### src/rtl/rtc_regfile.sv
module rtc_regfile #(
  parameter int TICK_CYCLES = 32,
  parameter int SUB_BITS    = 10
) (
  input  logic       clk,
  input  logic       rst_n,
  input  logic       sel_data,
  input  logic       wr_en,
  input  logic       rd_en,
  input  logic [7:0] wdata,
  output logic [7:0] rdata,
  output logic       rvalid,
  output logic       irq,
  output logic       err
);
  localparam int TW = (TICK_CYCLES > 1) ? $clog2(TICK_CYCLES) : 1;
  localparam logic [TW-1:0] TLAST = TW'(TICK_CYCLES - 1);
  localparam logic [7:0] YEAR_OFS = 8'd52;

  localparam logic [7:0] I_SEC  = 8'h00;
  localparam logic [7:0] I_MIN  = 8'h01;
  localparam logic [7:0] I_HOUR = 8'h02;
  localparam logic [7:0] I_WDAY = 8'h03;
  localparam logic [7:0] I_MDAY = 8'h04;
  localparam logic [7:0] I_MON  = 8'h05;
  localparam logic [7:0] I_YEAR = 8'h06;
  localparam logic [7:0] I_STA  = 8'h0A;
  localparam logic [7:0] I_STB  = 8'h0B;
  localparam logic [7:0] I_STC  = 8'h0C;

  logic [7:0] idx_q, sec_q, min_q, hour_q, wday_q, mday_q, mon_q, year_q;
  logic [TW-1:0] tick_q;
  logic [SUB_BITS-1:0] sub_q;
  logic irq_q, rvalid_q, err_q;
  logic [7:0] rdata_q, rd_mux;
  logic known;

  wire uip      = &sub_q;
  wire sec_step = irq_q && uip;
  wire dwr      = wr_en && sel_data;
  wire drd      = rd_en && sel_data;
  wire [7:0] sec_inc = (sec_q == 8'd59) ? 8'd0 : sec_q + 8'd1;

  always_comb begin
    known  = 1'b1;
    rd_mux = 8'h00;
    case (idx_q)
      I_SEC:  rd_mux = sec_q;
      I_MIN:  rd_mux = min_q;
      I_HOUR: rd_mux = hour_q;
      I_WDAY: rd_mux = wday_q;
      I_MDAY: rd_mux = mday_q;
      I_MON:  rd_mux = mon_q + 8'd1;
      I_YEAR: rd_mux = year_q - YEAR_OFS;
      I_STA:  rd_mux = {uip, 7'h26};
      I_STB:  rd_mux = 8'h46;
      I_STC:  rd_mux = 8'h00;
      default: known = 1'b0;
    endcase
  end

  always_ff @(posedge clk) begin
    if (!rst_n) begin
      tick_q <= '0;
      irq_q  <= 1'b0;
      sub_q  <= '0;
    end else begin
      tick_q <= (tick_q == TLAST) ? '0 : tick_q + 1'b1;
      irq_q  <= (tick_q == TLAST);
      if (irq_q) sub_q <= sub_q + 1'b1;
    end
  end

  always_ff @(posedge clk) begin
    if (!rst_n) begin
      idx_q <= '0; sec_q <= '0; min_q <= '0; hour_q <= '0;
      wday_q <= '0; mday_q <= '0; mon_q <= '0; year_q <= '0;
    end else begin
      if (wr_en && !sel_data) idx_q <= wdata;
      if (dwr && idx_q == I_SEC) sec_q <= wdata;
      else if (sec_step)         sec_q <= sec_inc;
      if (dwr) begin
        case (idx_q)
          I_MIN:  min_q  <= wdata;
          I_HOUR: hour_q <= wdata;
          I_WDAY: wday_q <= wdata;
          I_MDAY: mday_q <= wdata;
          I_MON:  mon_q  <= wdata - 8'd1;
          I_YEAR: year_q <= wdata + YEAR_OFS;
          default: ;
        endcase
      end
    end
  end

  always_ff @(posedge clk) begin
    if (!rst_n) begin
      rvalid_q <= 1'b0;
      rdata_q  <= '0;
      err_q    <= 1'b0;
    end else begin
      rvalid_q <= rd_en;
      if (rd_en) rdata_q <= sel_data ? rd_mux : idx_q;
      err_q    <= (dwr || drd) && !known;
    end
  end

  assign rdata  = rdata_q;
  assign rvalid = rvalid_q;
  assign irq    = irq_q;
  assign err    = err_q;
endmodule

### config.mk
export PLATFORM = sky130hd
export DESIGN_NAME = rtc_regfile
export DESIGN_NICKNAME = d
export VERILOG_FILES = /design/src/rtl/rtc_regfile.sv
export SDC_FILE = /design/constraint.sdc
export NUM_CORES = 1
export LEC_CHECK = 0
export ABC_AREA = 1
export CORE_MARGIN = 2
export CORE_UTILIZATION = 55
export CTS_BUF_LIST = sky130_fd_sc_hd__clkbuf_8
export CTS_CLUSTER_DIAMETER = 60
export DETAILED_ROUTE_END_ITERATION = 8
export PLACE_DENSITY = 0.85
export SYNTH_ARGS = -nofsm -noshare
export SYNTH_HDL_FRONTEND = slang
export SYNTH_SLANG_ARGS = --single-unit
### constraint.sdc
create_clock -name clk -period 2.3 [get_ports clk]
set_input_delay 0.23 -clock clk [delete_from_list [all_inputs] [get_ports clk]]
set_output_delay 0.23 -clock clk [all_outputs]
set_load 0.05 [all_outputs]
==> impl_metrics.env <==
export IMPL_run_status="finished clean"
export IMPL_die_w_um=95.0
export IMPL_start_util=0.560
export IMPL_ctsHtreeMaxLevel=3
export IMPL_highest_layer="met4"
export IMPL_synth_area_um2=4560
export IMPL_whs_path_depth=3
export IMPL_slowest_delay_ns=0.86
export IMPL_ys_types=38
export IMPL_crit_family="buffers and inverters"
export IMPL_wl_um=11600
export IMPL_worst_pin_slew_ns=0.512
export IMPL_met3_length_um=704
export IMPL_hold_end="rvalid$_SDFF_PN0_"
export IMPL_grt_total_usage=0.273
export IMPL_yosysSeqAreaShare=0.395
export IMPL_setup_viol_count_final=0
export IMPL_clkTransAtPathRegs_ns=0.09
export IMPL_fin_skew_ns=0.00917
export IMPL_dr_pass1_iters=5
export IMPL_min_period_ns=1.95
export IMPL_drive_above_1_share=0.103
export IMPL_ant_nets=0
export IMPL_cp_end_kind="output pin"
export IMPL_fin_crit_sh=0.847
export IMPL_maxCapViolations=0
export IMPL_n_fill_cell=703
export IMPL_grt_pass1_wl_um=19200
export IMPL_vias=4377
export IMPL_hp_class="in -> reg"
export IMPL_viasPerCell=5.81
export IMPL_die_area_um2=9030
export IMPL_cts_buffers=9
export IMPL_final_cell_mix="nand2_1 (91), dfxtp_1 (90), a21oi_1 (87)"
export IMPL_fp_dieH_um=95.0
export IMPL_cts_hold_buf=0
export IMPL_io_pins=24
export IMPL_setup_tns_ns=0
export IMPL_portBuffers=23
export IMPL_core_area_um2=8130
export IMPL_holdWs_ns=0.286
export IMPL_first_global_vias=4095
export IMPL_drt_initial_drc_count=277
export IMPL_clkLatencyLatePin_ns=0.37
export IMPL_rsz0062_at_grt="no"
export IMPL_slowest_stage="clkdlybuf4s50_1"
export IMPL_max_freq_mhz=513
export IMPL_wire_per_inst_um=15.4
export IMPL_hp_start="rst_n"
export IMPL_antenna_cells=0
export IMPL_m1WireLength_um=4770
export IMPL_hold_viol=0
export IMPL_syn_num_nets=645
export IMPL_r2r_start="idx_q[1]$_SDFFE_PN0P_"
export IMPL_nets=665
export IMPL_crit_path_max_fanout=8
export IMPL_rows=33
export IMPL_area_delta_synth_final_pct=10.8
export IMPL_cts_resized=0
export IMPL_cts_tree="built"
export IMPL_grt_max_degree=34
export IMPL_rr_endpoint="err$_SDFF_PN0_"
export IMPL_ir_drop_uv=256
export IMPL_routabilityCongestion=0.994
export IMPL_p_per_area_nw_per_um2=628
export IMPL_grt_antenna_before_repair=0
export IMPL_clk_path_buf_depth=2
export IMPL_final_common_cell="nand2_1"
export IMPL_critPathRequiredTime_ns=2.07
export IMPL_cts_num_sinks=90
export IMPL_dp_hpwl_um=8410
export IMPL_cts_root_buf="clkbuf_8"
export IMPL_yosysWarnings=0
export IMPL_critPathLaunchType="register"
export IMPL_r2r_slack_ns=0.43
export IMPL_synth_seq_cells=90
export IMPL_timing_critical_path_cells="clkdlybuf4s50_1"
export IMPL_crit_buf_inv=1
export IMPL_crit_type="reg -> out"
export IMPL_synth_area_per_cell_um2=7.31
export IMPL_drv_slew=0
export IMPL_met2WireLength_um=5660
export IMPL_slew_headroom=0.656
export IMPL_leakage_nw=2.13
export IMPL_syn_inst=623
export IMPL_drc_errors=0
export IMPL_cp_arrival_ns=1.72
export IMPL_overflow=0
export IMPL_worstRegToRegCells=8
export IMPL_postCtsSetupRepairBufs=0
-- how the worst max path moves through the flow --
stage                         from                    end  cells after the start
floorplan           irq$_SDFF_PN0_  sec_q[4]$_SDFFE_PN0P_                      9
global placement          wdata[2]  mon_q[6]$_SDFFE_PN0P_                      8
detailed placement        wdata[2]  mon_q[6]$_SDFFE_PN0P_                      8
CTS                 irq$_SDFF_PN0_                    irq                      1
global route        irq$_SDFF_PN0_                    irq                      1
finish              irq$_SDFF_PN0_                    irq                      1
-- through the flow --
step                      instances  setup WS [ns]  area, um2  utilization  total power [mW]
after detailed placement        737          0.391       4830        0.594              2.04
after global placement          737          0.450       4830        0.594              2.03
after floorplan                 623          0.662       4560            -              1.93
after CTS                       753          0.352       5050        0.621              3.17
final                           753          0.351       5050        0.621              3.17
after global routing            753          0.307       5050        0.621              3.27
-- kinds of logic after synthesis --
| logic type | synth area share |
|---|---|
| AND/OR/NAND/NOR | 0.261 |
| AO/OA/AOI/OAI | 0.213 |
| flip-flops | 0.395 |
| buffers and inverters | 0.0818 |
| XOR/XNOR | 0.0250 |
| adder cells (fa/ha/maj) | 0.0247 |
-- routing by layer --
layer,up-vias,track usage
li1,2140,-
met1,2035,0.333
met2,158,0.467
met3,44,0.0451
met4,0,0.134
met5,-,0
-- report_power, final --
group / internal [mW] / switching (mW) / total, mW
sequential: 1.60 / 0.0363 / 1.63
combinational: 0.117 / 0.262 / 0.379
clock: 0.568 / 0.592 / 1.16
total: 2.28 / 0.891 / 3.17
-- state kept, by name (all words and copies together), names as in the netlist, 5 cells and up --
signal,count
mday_q,8
wday_q,8
tick_q,5
rdata,8
idx_q,8
mon_q,8
sub_q,10
sec_q,8
min_q,8
year_q,8
hour_q,8
-- Yosys cell counts (all sizes together) --
cell,instances,area share
inv,60,0.051
nand2,105,0.10
nand3b,2,0.0033
buf,11,0.021
clkbuf,10,0.0082
dfxtp,90,0.40
o21bai,1,0.0016
nand3,47,0.052
nor3,7,0.0077
clkinv,3,0.0025
xor2,12,0.023
a21oi,90,0.10
ha,9,0.025
or2,2,0.0027
nor4,2,0.0027
o22ai,1,0.0014
xnor2,1,0.0019
o211ai,2,0.0033
a31oi,4,0.0055
nand4,8,0.011
nor2,66,0.076
o21ai,86,0.095
o221ai,1,0.0019
o21ba,1,0.0022
nor3b,2,0.0044
-- area by class of cell --
type | count | area (um2) | share of cell area
multi-input cells | 449 | 2380 | 0.472
flip-flops and latches | 90 | 1800 | 0.357
repair buffers | 30 | 278 | 0.0550
inverters | 63 | 241 | 0.0478
clock buffers | 11 | 151 | 0.0300
well taps | 105 | 131 | 0.0260
clock inverters | 5 | 61.3 | 0.0121
(Power assumes the default switching activity.)
